--- src/rtl/addr_map_pkg.sv ---
package addr_map_pkg;
  localparam int NUM_REGIONS = 4;
  localparam int RGN_IO  = 0;
  localparam int RGN_EE  = 1;
  localparam int RGN_NV  = 2;
  localparam int RGN_RAM = 3;

  typedef logic [NUM_REGIONS-1:0] region_vec_t;

  typedef enum logic [2:0] {
    CF_PAGE  = 3'd0,
    CF_WLO   = 3'd1,
    CF_WHI   = 3'd2,
    CF_SHIFT = 3'd3,
    CF_VBASE = 3'd4,
    CF_INIT  = 3'd5
  } cfg_field_e;
endpackage

--- src/rtl/map_cfg_regs.sv ---
module map_cfg_regs #(
  parameter int ADDR_W  = 16,
  parameter int EXT_W   = 24,
  parameter int PAGE_W  = 8,
  parameter int SHIFT_W = 4,
  parameter logic [7:0] INIT_RST = 8'h01
) (
  input  logic               clk,
  input  logic               rst,
  input  logic               we,
  input  logic [2:0]         sel,
  input  logic [EXT_W-1:0]   wdata,
  output logic [PAGE_W-1:0]  page_q,
  output logic [ADDR_W-1:0]  win_lo_q,
  output logic [ADDR_W-1:0]  win_hi_q,
  output logic [SHIFT_W-1:0] shift_q,
  output logic [EXT_W-1:0]   vbase_q,
  output logic [7:0]         init_q
);
  import addr_map_pkg::*;

  always_ff @(posedge clk) begin
    if (rst) begin
      page_q   <= '0;
      win_lo_q <= '0;
      win_hi_q <= '0;
      shift_q  <= '0;
      vbase_q  <= '0;
      init_q   <= INIT_RST;
    end else if (we) begin
      case (sel)
        CF_PAGE:  page_q   <= wdata[PAGE_W-1:0];
        CF_WLO:   win_lo_q <= wdata[ADDR_W-1:0];
        CF_WHI:   win_hi_q <= wdata[ADDR_W-1:0];
        CF_SHIFT: shift_q  <= wdata[SHIFT_W-1:0];
        CF_VBASE: vbase_q  <= wdata;
        CF_INIT:  init_q   <= wdata[7:0];
        default:  ;
      endcase
    end
  end
endmodule

--- src/rtl/window_xlate.sv ---
module window_xlate #(
  parameter int ADDR_W  = 16,
  parameter int EXT_W   = 24,
  parameter int PAGE_W  = 8,
  parameter int SHIFT_W = 4
) (
  input  logic [ADDR_W-1:0]  addr,
  input  logic [ADDR_W-1:0]  win_lo,
  input  logic [ADDR_W-1:0]  win_hi,
  input  logic [PAGE_W-1:0]  page,
  input  logic [SHIFT_W-1:0] shift,
  input  logic [EXT_W-1:0]   vbase,
  output logic [EXT_W-1:0]   xaddr
);
  logic              in_win;
  logic [ADDR_W-1:0] offset;
  logic [EXT_W-1:0]  reloc;

  always_comb begin
    in_win = (addr >= win_lo) && (addr < win_hi);
    offset = addr - win_lo;
    reloc  = EXT_W'(page) << shift;
    if (in_win) xaddr = EXT_W'(offset) + reloc + vbase;
    else        xaddr = EXT_W'(addr);
  end
endmodule

--- src/rtl/region_decode.sv ---
module region_decode #(
  parameter int ADDR_W    = 16,
  parameter int LARGE_IO  = 0,
  parameter int RAM_BYTES = 256,
  parameter int EE_BASE   = 'hB600,
  parameter int EE_BYTES  = 512,
  parameter int NV_BASE   = 'hB400,
  parameter int NV_BYTES  = 1024
) (
  input  logic [ADDR_W-1:0]          addr,
  input  logic [7:0]                 init,
  output addr_map_pkg::region_vec_t  sel,
  output logic                       none
);
  import addr_map_pkg::*;

  localparam int LOW_W = ADDR_W - 4;
  localparam logic [ADDR_W:0] EE_LO = (ADDR_W+1)'(EE_BASE);
  localparam logic [ADDR_W:0] EE_HI = (ADDR_W+1)'(EE_BASE + EE_BYTES);
  localparam logic [ADDR_W:0] NV_LO = (ADDR_W+1)'(NV_BASE);
  localparam logic [ADDR_W:0] NV_HI = (ADDR_W+1)'(NV_BASE + NV_BYTES);
  localparam logic [LOW_W:0]  RAM_LIM = (LOW_W+1)'(RAM_BYTES);

  logic [3:0]       top_nib;
  logic [LOW_W:0]   low_off;
  logic [ADDR_W:0]  wide;
  logic             io_hit, ee_hit, nv_hit, ram_hit;

  assign top_nib = addr[ADDR_W-1 -: 4];
  assign low_off = {1'b0, addr[LOW_W-1:0]};
  assign wide    = {1'b0, addr};

  generate
    if (LARGE_IO != 0) begin : g_io_large
      localparam logic [LOW_W:0] IO_LIM = (LOW_W+1)'(1024);
      assign io_hit = (top_nib == init[3:0]) && (low_off < IO_LIM);
    end else begin : g_io_small
      localparam logic [LOW_W:0] IO_LIM = (LOW_W+1)'(64);
      assign io_hit = (top_nib == init[3:0]) && (low_off < IO_LIM);
    end
  endgenerate

  assign ee_hit  = (wide >= EE_LO) && (wide < EE_HI);
  assign nv_hit  = (wide >= NV_LO) && (wide < NV_HI);
  assign ram_hit = (top_nib == init[7:4]) && (low_off < RAM_LIM);

  always_comb begin
    sel = '0;
    if (io_hit)       sel[RGN_IO]  = 1'b1;
    else if (ee_hit)  sel[RGN_EE]  = 1'b1;
    else if (nv_hit)  sel[RGN_NV]  = 1'b1;
    else if (ram_hit) sel[RGN_RAM] = 1'b1;
    none = !(io_hit || ee_hit || nv_hit || ram_hit);
  end
endmodule

--- src/rtl/addr_window_map.sv ---
module addr_window_map #(
  parameter int ADDR_W    = 16,
  parameter int EXT_W     = 24,
  parameter int PAGE_W    = 8,
  parameter int SHIFT_W   = 4,
  parameter int LARGE_IO  = 0,
  parameter int RAM_BYTES = 256,
  parameter int EE_BASE   = 'hB600,
  parameter int EE_BYTES  = 512,
  parameter int NV_BASE   = 'hB400,
  parameter int NV_BYTES  = 1024
) (
  input  logic              clk,
  input  logic              rst,
  input  logic              cfg_we,
  input  logic [2:0]        cfg_sel,
  input  logic [EXT_W-1:0]  cfg_wdata,
  input  logic [ADDR_W-1:0] cpu_addr,
  output logic [EXT_W-1:0]  ext_addr,
  output logic [3:0]        region_sel,
  output logic              unmapped
);
  import addr_map_pkg::*;

  logic [PAGE_W-1:0]  page_q;
  logic [ADDR_W-1:0]  win_lo_q, win_hi_q;
  logic [SHIFT_W-1:0] shift_q;
  logic [EXT_W-1:0]   vbase_q;
  logic [7:0]         init_q;
  logic [EXT_W-1:0]   xaddr_c;
  region_vec_t        sel_c;
  logic               none_c;

  map_cfg_regs #(
    .ADDR_W(ADDR_W), .EXT_W(EXT_W), .PAGE_W(PAGE_W), .SHIFT_W(SHIFT_W),
    .INIT_RST(8'h01)
  ) u_cfg (
    .clk(clk), .rst(rst), .we(cfg_we), .sel(cfg_sel), .wdata(cfg_wdata),
    .page_q(page_q), .win_lo_q(win_lo_q), .win_hi_q(win_hi_q),
    .shift_q(shift_q), .vbase_q(vbase_q), .init_q(init_q)
  );

  window_xlate #(
    .ADDR_W(ADDR_W), .EXT_W(EXT_W), .PAGE_W(PAGE_W), .SHIFT_W(SHIFT_W)
  ) u_xlate (
    .addr(cpu_addr), .win_lo(win_lo_q), .win_hi(win_hi_q),
    .page(page_q), .shift(shift_q), .vbase(vbase_q), .xaddr(xaddr_c)
  );

  region_decode #(
    .ADDR_W(ADDR_W), .LARGE_IO(LARGE_IO), .RAM_BYTES(RAM_BYTES),
    .EE_BASE(EE_BASE), .EE_BYTES(EE_BYTES),
    .NV_BASE(NV_BASE), .NV_BYTES(NV_BYTES)
  ) u_region (
    .addr(cpu_addr), .init(init_q), .sel(sel_c), .none(none_c)
  );

  always_ff @(posedge clk) begin
    if (rst) begin
      ext_addr   <= '0;
      region_sel <= '0;
      unmapped   <= 1'b1;
    end else begin
      ext_addr   <= xaddr_c;
      region_sel <= sel_c;
      unmapped   <= none_c;
    end
  end
endmodule

--- config.mk ---
export PLATFORM = sky130hd
export DESIGN_NAME = addr_window_map
export DESIGN_NICKNAME = d
export VERILOG_FILES = /design/src/rtl/addr_map_pkg.sv /design/src/rtl/map_cfg_regs.sv /design/src/rtl/window_xlate.sv /design/src/rtl/region_decode.sv /design/src/rtl/addr_window_map.sv
export SDC_FILE = /design/constraint.sdc
export NUM_CORES = 1
export LEC_CHECK = 0
export BUFFER_PORTS_ARGS = -buffer_cell sky130_fd_sc_hd__clkbuf_2
export CORE_MARGIN = 4
export CORE_UTILIZATION = 58
export CTS_CLUSTER_SIZE = 20
export DETAILED_ROUTE_END_ITERATION = 10
export PLACE_DENSITY_LB_ADDON = 0.15
export SLEW_MARGIN = 5
export SYNTH_ARGS = -nofsm -noshare
export SYNTH_HDL_FRONTEND = slang
export SYNTH_SLANG_ARGS = --single-unit
--- constraint.sdc ---
create_clock -name clk -period 5.7 [get_ports clk]
set_input_delay 1.14 -clock clk [delete_from_list [all_inputs] [get_ports clk]]
set_output_delay 1.14 -clock clk [all_outputs]
set_load 0.02 [all_outputs]
* Word level (Yosys, flattened, before mapping)
Cells that the tools add are included.
Word-level totals: bits in registers 105, bits of input ports 46, output and inout bits 29, word-level logic and storage cells 57
Operators by class: $add $sub $neg 3, magnitude comparators 7, eq/ne operators 7, shift-type cells 1, muxes and demuxes 5, bitwise gates (word level) 1, reduce and logical (&&, ||, !) cells 20
Operator list (number):
- 16-bit greater-or-equal comparator, second input constant | 2
- 16-bit by 24-bit adder with 24-bit output | 1
- 24-bit adder | 1
- 8-bit by 4-bit left shift with 24-bit output | 1
- 16-bit greater-or-equal comparator | 1
- 16-bit less-than comparator | 1
- 16-bit less-than comparator, second input constant | 1
- 16-bit 2-to-1 mux | 1
- 16-bit subtractor | 1
- 12-bit by 7-bit less-than comparator with 1-bit output, second input constant | 1
- 12-bit by 9-bit less-than comparator with 1-bit output, second input constant | 1
- 2-bit AND reduction | 6
- 4-bit == test | 2
- 3-bit by 2-bit == test with 1-bit output, second input constant | 2
- 3-bit == test, second input constant | 2
- 1-bit logical AND | 5
- 1-bit 2-to-1 mux | 4
- 2-bit OR reduction | 2
- 4-bit OR reduction | 1
- 3-bit by 1-bit == test with 1-bit output, second input constant | 1
- 3-bit zero test | 1
- 1-bit logical OR | 3
- 3-bit OR reduction | 1
- 1-bit zero test | 1
- 1-bit inverter | 1

* Longest topological paths before layout
Gate-level depths: netlist (run 1).
depth after elaboration 6, gate-level depth with buffers 20, mapped depth without buffers 20

* Modules after synthesis
Synthesis (run 1) repeated with hierarchy kept, for this count alone.
Second synthesis, totals: cells, all modules 888, area total of the unflattened synthesis 7758.7 um2
By module, submodules not included:
- window_xlate | instances 1, cells each 521, area an instance 3707.3 um2, seq. area each 0.0 um2
- map_cfg_regs | instances 1, cells each 282, area an instance 3088.0 um2, seq. area each 1521.5 um2
- addr_window_map | instances 1, cells each 61, area an instance 789.5 um2, seq. area each 580.6 um2
- region_decode | instances 1, cells each 24, area an instance 173.9 um2, seq. area each 0.0 um2

* Least setup slack after synthesis (run 1)
No wires, ideal clock.
kind input to register, start point input cpu_addr[1], end point register ext_addr[20], library setup time 0.121 ns, data arrival time 4.916 ns, data required time 5.579 ns, slack 0.663 ns, stages 17, cells stage by stage ha_1 > nor2b_1 > o21ai_0 > a21boi_0 > o21ai_0 > nand2b_1 > a31oi_1 > o311ai_0 > fa_1 > ha_1 > nand3_1 > nor4_1 > nor2_1 > a31oi_2 > o31ai_1 > o31ai_1 > mux2_2
Between the ends: cells in the longest elaborated chain, start to end 4, elaborated cells on any way between the ends 8, classes of those cells add/sub (3); order compare (2); bitwise (1); reduce/logical (2)
Ends and longest elaborated chain:
- start, declared | line addr_window_map.sv:18 | input logic [ADDR_W-1:0] cpu_addr,
- branches (longest 4 deep; another with 16-bit by 24-bit adder with 24-bit output)
- end signal, assigned | line addr_window_map.sv:64 | ext_addr <= xaddr_c;
- end, declared | line addr_window_map.sv:19 | output logic [EXT_W-1:0] ext_addr,
Several ways; the timed one is not identified. A chain may end at the register's enable or synchronous reset.

* Worst setup path after layout (run 1)
Ends and elaborated chain as after synthesis.

==> metrics.txt, run 1 <==
simple-gate share of the synthesized area=21.6%; RSZ-0062 raised after global routing=false; clk slew on worst S/H paths=0.07 ns; reg2reg start=u_cfg.win_lo_q[1]$_SDFFE_PP0P_; CP Max Fanout=6; post-synthesis mux area share=3.51%; setup TNS=0 ns; post-synth cell types=67; via count=6443; die area=13700 um2; path depth of the worst reg2reg path=18; Synth Flop Type=dfxtp_1; maximum capacitance violations=0; CP Cell Sequence=clkbuf_2 > ha_1 > nor2b_1 > o21ai_0 > a21boi_0 > o21ai_0 > nand2b_1 > a31oi_1 > o311ai_1 > fa_1 > ha_1 > nand3_1 > nor4_1 > nor2_1 > a31oi_2 > o31ai_1 > o31ai_1 > mux2_2; Post-Syn Area per Cell=7.80 um2; final core occ=66.3%; Syn Inst Count=886; xor/xnor share of the synthesized area=4.05%; WP data required=5.95 ns; Die X=117 um; final hold vios=0; hold_sp=u_cfg.win_hi_q[5]$_SDFFE_PP0P_; worst clock skew=0.0130 ns; IO buf count=74; Detailed Place HPWL=15300 um; share of cells above drive strength 1=12.1%; placed cells=1076; Synth area leader=dfxtp_1; antenna violations before repair=0; crit path launch type=input port; grt total ovfl=0; placed inst area=7360 um2; GP Congestion=0.971; Worst EP arrival=5.66 ns; worst-skew pair later-pin latency=0.37 ns; diodes inserted=0; crit end category=flop; drt total wl=19600 um; period utilisation layout=95.0%; number of global-route vias before repair=6218; Final nets=1069; num rows=39; Max-slew headroom=24.0%; worst slew pin tran=1.14 ns; global-route wire length before repair=31300 um; cell leakage power=3.15 nW; Synth top area share=30.4%; I/O pin cnt=75; worst vdd ir=0.189 mV; Critical R2R Capture=ext_addr[20]$_SDFF_PP0_; status=finished, final reports clean; DR WL/cell=18.0 um; Synth-to-Final Area Change=10.9%; Die H=117 um; largest family of logic cells by synthesized area=simple AND/OR/NAND/NOR gates; Final Slew Violations=0; FF-to-FF setup slack=0.81 ns; Core Box Area=11600 um2; number of flops mapped to enable cells by yosys=0; clock buffer depth=2; ys async rst share=0%; post-layout min period=5.42 ns; largest net degree at the start of global routing=64; CTS Buf Count=9; synth top area cells=dfxtp_1, ha_1, nand2_1; fillers=1025; drt via density=5.90; CTS hold repair buffers=0; Post-synth top cells=nand2_1, a21oi_1, dfxtp_1; # DRC=0; total global-route track usage=29.7%; design area=7670 um2; CTS tree=done; clock sink count=105; post-synthesis adder-cell area fraction=16.3%; Final setup viols=0; number of synthesized register bits=105; achievable frequency=185 MHz; Worst Hold Path Cells=2; WHS Endpoint=u_cfg.win_hi_q[5]$_SDFFE_PP0P_; H-tree lvl count=3; Starting Density=59.8%; post-synthesis compound-gate area fraction=19.3%; CTS Root Cell=clkbuf_16; worst hold path type=flop to flop; slowest CP cell=fa_1; CP Class=input port to flop; First-pass DRT Iterations=5; syn nets=1011; final std cells w/o fill=1092; First DRT Iteration DRCs=618; top-count cell post-synth=nand2_1; Mapped Area=6910 um2; max incr delay on CP=0.50 ns; Detail Route Antenna Nets=0; Warnings, synthesis=0; total power=1.78 mW; part of the Yosys area used for sequential elements=30.4%; P per Cell Area=232 nW/um2
## state kept, by name (all words and copies together), names as in the netlist
register        flops
u_cfg.win_hi_q     16
u_cfg.vbase_q      24
region_sel          4
ext_addr           24
u_cfg.init_q        8
u_cfg.shift_q       4
u_cfg.page_q        8
unmapped            1
u_cfg.win_lo_q     16
## worst max-delay path, delay by kind of cell
kind            cells  cell delay, ns
buf+inv             1            0.15
compound gates      8            1.78
mux                 1            0.37
simple gates        5            0.96
fa+ha+maj           3            1.24
## layout by cell type, fill, tap and decap left out, types with 3 or more instances in the layout
cell / synthesis / routed
o211ai_1: 5 / 5
o21a_1: 5 / 5
o21ai_0: 23 / 23
inv_1: 50 / 50
clkbuf_16: 0 / 9
and2_1: 5 / 5
xor2_1: 11 / 11
and3_1: 3 / 3
mux2i_1: 16 / 16
o21bai_1: 4 / 4
nand2b_1: 8 / 8
a21o_1: 15 / 15
or3_1: 4 / 4
dfxtp_1: 105 / 105
xnor2_1: 21 / 21
nor2_1: 59 / 59
inv_8: 0 / 3
nand3_1: 22 / 22
clkbuf_2: 0 / 73
ha_1: 61 / 61
mux2_2: 4 / 4
buf_4: 1 / 5
a211oi_1: 8 / 8
o31ai_1: 5 / 5
nand4_1: 4 / 4
nand2_1: 202 / 202
a31oi_1: 4 / 4
fa_1: 18 / 18
nor3b_1: 3 / 3
or2_2: 5 / 5
a21oi_1: 115 / 115
o22ai_1: 3 / 3
nor2b_1: 7 / 7
nor4_1: 5 / 5
nor3_1: 16 / 15
## worst max path at each step
stage,endpoint,slack (ns),start,cells after the start
6_report,ext_addr[20]$_SDFF_PP0_,0.28,cpu_addr[1],18
3_5_place_dp,ext_addr[20]$_SDFF_PP0_,-0.11,cpu_addr[1],18
4_1_cts,ext_addr[20]$_SDFF_PP0_,0.25,cpu_addr[1],18
2_1_floorplan,ext_addr[20]$_SDFF_PP0_,0.66,cpu_addr[1],17
5_1_grt,ext_addr[20]$_SDFF_PP0_,0.04,cpu_addr[1],18
3_3_place_gp,ext_addr[20]$_SDFF_PP0_,0.15,cpu_addr[1],18
## cell type report
type | count | area (um2) | share of cell area [%]
multi-input combinational | 697 | 4480 | 58.4
sequential | 105 | 2100 | 27.4
timing repair buffer | 79 | 408 | 5.32
clock buffer | 10 | 239 | 3.12
inverter | 52 | 195 | 2.55
tap | 143 | 179 | 2.33
clock inverter | 6 | 66.3 | 0.865
## metrics by stage
step / hold WS (ns) / setup WS [ns]
after floorplan: 0.436 / 0.663
final: 0.457 / 0.283
after global routing: 0.480 / 0.0413
after detailed placement: 0.449 / -0.111
after global placement: 0.442 / 0.146
after CTS: 0.459 / 0.249
## power breakdown
part / leakage, nW / switching, mW / internal [mW] / total [mW]
sequential: 0.853 / 0.0134 / 0.755 / 0.769
clock: 0.148 / 0.315 / 0.323 / 0.638
combinational: 2.15 / 0.235 / 0.136 / 0.371
total: 3.15 / 0.563 / 1.21 / 1.78
## routing by layer
layer	GRT usage [%]	wire, um
met3	7.35	1240
met1	38.3	8720
met5	0	0
met4	13.1	789
met2	47.3	8870
## kinds of logic (layout without fill, tap and decap cells)
family                   after synthesis  count (layout)
buffers and inverters                 84             147
adder cells (fa/ha/maj)               79              79
AND/OR/NAND/NOR                      349             349
XOR/XNOR                              32              32
AO/OA/AOI/OAI                        215             215
multiplexers                          22              22
flip-flops                           105             105
## what timing repair did
action                                  CTS  global route
setup buffers                             0             0
endpoints found under the setup margin    0             5
resized for setup                         0             1
(Power assumes the default switching activity.)
==> inputs of run 2 (changes only) <==
Settings changed: SYNTH_HIERARCHICAL set to 1.
==> metrics.txt, run 2 <==
global-route wire length before repair=31600 um (+1.1%); biggest regs=ext_addr: 24 flops, u_cfg/vbase_q: 24 flops; cell leakage power=3.98 nW (+26%); CP Class=input port to flop; num rows=41 (+5.1%); Max-slew headroom=23.3% (-0.66 points); final hold vios=0 (unchanged); final core occ=67.2% (+0.85 points); Final setup viols=0 (unchanged); WP data required=5.93 ns (-0.02 ns); CTS Root Cell=clkbuf_16; CTS tree=done; clk slew on worst S/H paths=0.07 ns (about the same); CTS hold repair buffers=0 (unchanged); # DRC=0 (unchanged); clock power share=38.0% (+2.1 points); number of flops mapped to enable cells by yosys=0 (unchanged); FF-to-FF setup slack=0.90 ns (+0.09 ns); Warnings, synthesis=6 (+6); worst hold path type=flop to flop; worst slew pin tran=1.15 ns (+0.0104 ns); I/O pin cnt=75 (unchanged); Final Slew Violations=0 (unchanged); Switching Share=28.9% (-2.7 points); RSZ-0062 raised after global routing=false; CTS Buf Count=9 (unchanged); most frequent cells in the layout=dfxtp_1, nand2b_1, inv_1; H-tree lvl count=3 (unchanged); number of global-route vias before repair=6179 (-0.63%); drt via density=5.64 (-4.5%); post-cts sizing count=0 (unchanged); Psw=0.558 mW (-0.80%); Starting Density=60.3% (+0.48 points); Post-synth top cells=dfxtp_1, nand2b_1, inv_1; number of synthesized register bits=105 (unchanged); Synth top area share=27.1% (-3.3 points); fillers=1104 (+7.7%); Post-CTS Setup Repair Bufs=0 (unchanged); drt total wl=19600 um (about the same); status=finished, final reports clean; Detail Route Antenna Nets=0 (unchanged); Detailed Place HPWL=15400 um (+0.96%); Syn Inst Count=888 (+0.23%); Mapped Area=7760 um2 (+12%); grt total ovfl=0 (unchanged); First DRT Iteration DRCs=551 (-11%); worst clock skew=0.0144 ns (+0.00141 ns); GP Congestion=0.945 (-2.7%); part of the Yosys area used for sequential elements=27.1% (-3.3 points); Die H=124 um (+5.5%); Critical R2R Capture=ext_addr[23]$_SDFF_PP0_; antenna violations before repair=0 (unchanged); post-layout min period=5.38 ns (-0.0351 ns); final std cells w/o fill=1128 (+3.3%); crit end category=flop; Synth-to-Final Area Change=11.4%; Synth Flop Type=dfxtp_1; Synth area leader=dfxtp_1; die area=15300 um2 (+11%); total global-route track usage=26.6% (-3.1 points); First-pass DRT Iterations=5 (unchanged); most common library cell in the layout ignoring fill and taps=dfxtp_1; worst-skew pair later-pin latency=0.36 ns (about the same); P per Cell Area=223 nW/um2 (-3.7%); Worst EP arrival=5.61 ns (-0.05 ns); CP endpoint=ext_addr[23]$_SDFF_PP0_; period utilisation layout=94.4% (-0.62 points); placed cells=1112 (+3.3%); worst vdd ir=0.181 mV (-4.5%); part of the power in registers=39.9% (-3.3 points); reg2reg start=u_cfg/win_lo_q[0]$_SDFFE_PP0P_; P_int=1.37 mW (+13%); combinational share of power=22.1% (+1.2 points); clock sink count=105 (unchanged); clock buffer depth=2 (unchanged); IO buf count=74 (unchanged); path depth of the worst reg2reg path=22 (+4); Final nets=1076 (+0.65%); top-count cell post-synth=dfxtp_1; post-synth cell types=69 (+3.0%); Post-Syn Area per Cell=8.74 um2 (+12%); Critical Path Start=cpu_addr[0]; achievable frequency=186 MHz (+0.65%); CP Max Fanout=5 (-1); DR WL/cell=17.4 um (-3.2%); diodes inserted=0 (unchanged); share of cells above drive strength 1=14.0% (+1.9 points); Die X=124 um (+5.5%); via count=6358 (-1.3%); synth top area cells=dfxtp_1, mux2i_1, ha_1; syn nets=1013 (+0.20%); crit path launch type=input port; maximum capacitance violations=0 (unchanged); Core Box Area=12900 um2 (+11%); ys async rst share=0% (unchanged); setup TNS=0 ns (unchanged); largest net degree at the start of global routing=82 (+28%)
run 2: cell count changes in the layout (fill, tap and decap cells not counted), sizes merged, moves of 18 or more:
cell,before,now
mux2i,16,90
nor2,60,42
nand2b,8,103
nor2b,7,34
a21oi,116,45
inv,54,93
nand2,202,44
run 2: layout make-up:
type | count | area, um2 | area share [%]
flip-flops and latches | 105 | 2100 | 24.3
repair buffers | 92 | 505 | 5.85
well taps | 172 | 215 | 2.49
multi-input cells | 652 | 5130 | 59.4
clock inverters | 7 | 125 | 1.45
clock buffers | 9 | 225 | 2.60
inverters | 91 | 342 | 3.95
run 2: cell families (layout without fill, tap and decap cells):
family / count (synthesis) / count (layout) / synth area share (%)
simple gates: 287 / 287 / 21.3
compound gates: 144 / 144 / 12.3
buf+inv: 131 / 199 / 6.92
mux: 105 / 105 / 13.8
flops: 105 / 105 / 27.1
fa+ha+maj: 79 / 79 / 14.5
xor+xnor: 37 / 37 / 4.18
run 2: worst min-delay path by stage:
| stage | from | endpoint | slack [ns] | cells after the start |
|---|---|---|---|---|
| 6_report | u_cfg/win_hi_q[6]$_SDFFE_PP0P_ | u_cfg/win_hi_q[6]$_SDFFE_PP0P_ | 0.48 | 2 |
| 5_1_grt | u_cfg/vbase_q[4]$_SDFFE_PP0P_ | u_cfg/vbase_q[4]$_SDFFE_PP0P_ | 0.49 | 2 |
| 4_1_cts | u_cfg/vbase_q[6]$_SDFFE_PP0P_ | u_cfg/vbase_q[6]$_SDFFE_PP0P_ | 0.48 | 2 |
| 3_5_place_dp | u_cfg/vbase_q[6]$_SDFFE_PP0P_ | u_cfg/vbase_q[6]$_SDFFE_PP0P_ | 0.47 | 2 |
| 3_3_place_gp | u_cfg/win_hi_q[11]$_SDFFE_PP0P_ | u_cfg/win_hi_q[11]$_SDFFE_PP0P_ | 0.46 | 2 |
| 2_1_floorplan | u_cfg/vbase_q[15]$_SDFFE_PP0P_ | u_cfg/vbase_q[15]$_SDFFE_PP0P_ | 0.45 | 2 |
run 2: critical path, stage by stage:
cell,delay (ns)
clkbuf_2,0.08
inv_1,0.05
ha_1,0.21
fa_1,0.41
and2b_1,0.22
o21ai_1,0.09
o21ai_0,0.28
buf_4,0.18
a211o_1,0.11
a21oi_1,0.07
a21boi_0,0.25
xnor2_1,0.13
fa_1,0.51
inv_1,0.04
ha_1,0.38
inv_1,0.11
nor2_1,0.17
and2_1,0.15
o2111ai_1,0.11
o31ai_1,0.34
buf_4,0.19
a41oi_1,0.13
mux2i_1,0.14
nor2b_1,0.12
run 2: power by group through the flow:
stage / clock (mW) / combinational [mW] / sequential [mW]
after CTS: 0.750 / 0.423 / 0.769
after global placement: 0 / 0.414 / 0.786
after floorplan: 0 / 0.285 / 0.796
final: 0.734 / 0.427 / 0.769
after detailed placement: 0 / 0.420 / 0.787
after global routing: 0.781 / 0.469 / 0.773
run 2: per-stage QoR:
stage               worst slack [ns]  hold WS [ns]  total power, mW  cell area, um2
finish                         0.318         0.479             1.93            8650
global route                  0.0334         0.495             2.02            8650
CTS                            0.410         0.479             1.94            8650
detailed placement            0.0635         0.467             1.21            8300
global placement              0.0744         0.460             1.20            8300
floorplan                      0.441         0.449             1.08            7760
run 2: layer usage:
| layer | up-vias | track usage [%] | part of all wire [%] |
|---|---|---|---|
| met2 | 188 | 42.1 | 46 |
| met3 | 30 | 2.86 | 4.3 |
| met4 | 0 | 9.34 | 2.3 |
| met5 | - | 0 | 0 |
| met1 | 2996 | 37.7 | 47 |
| li1 | 3144 | - | - |
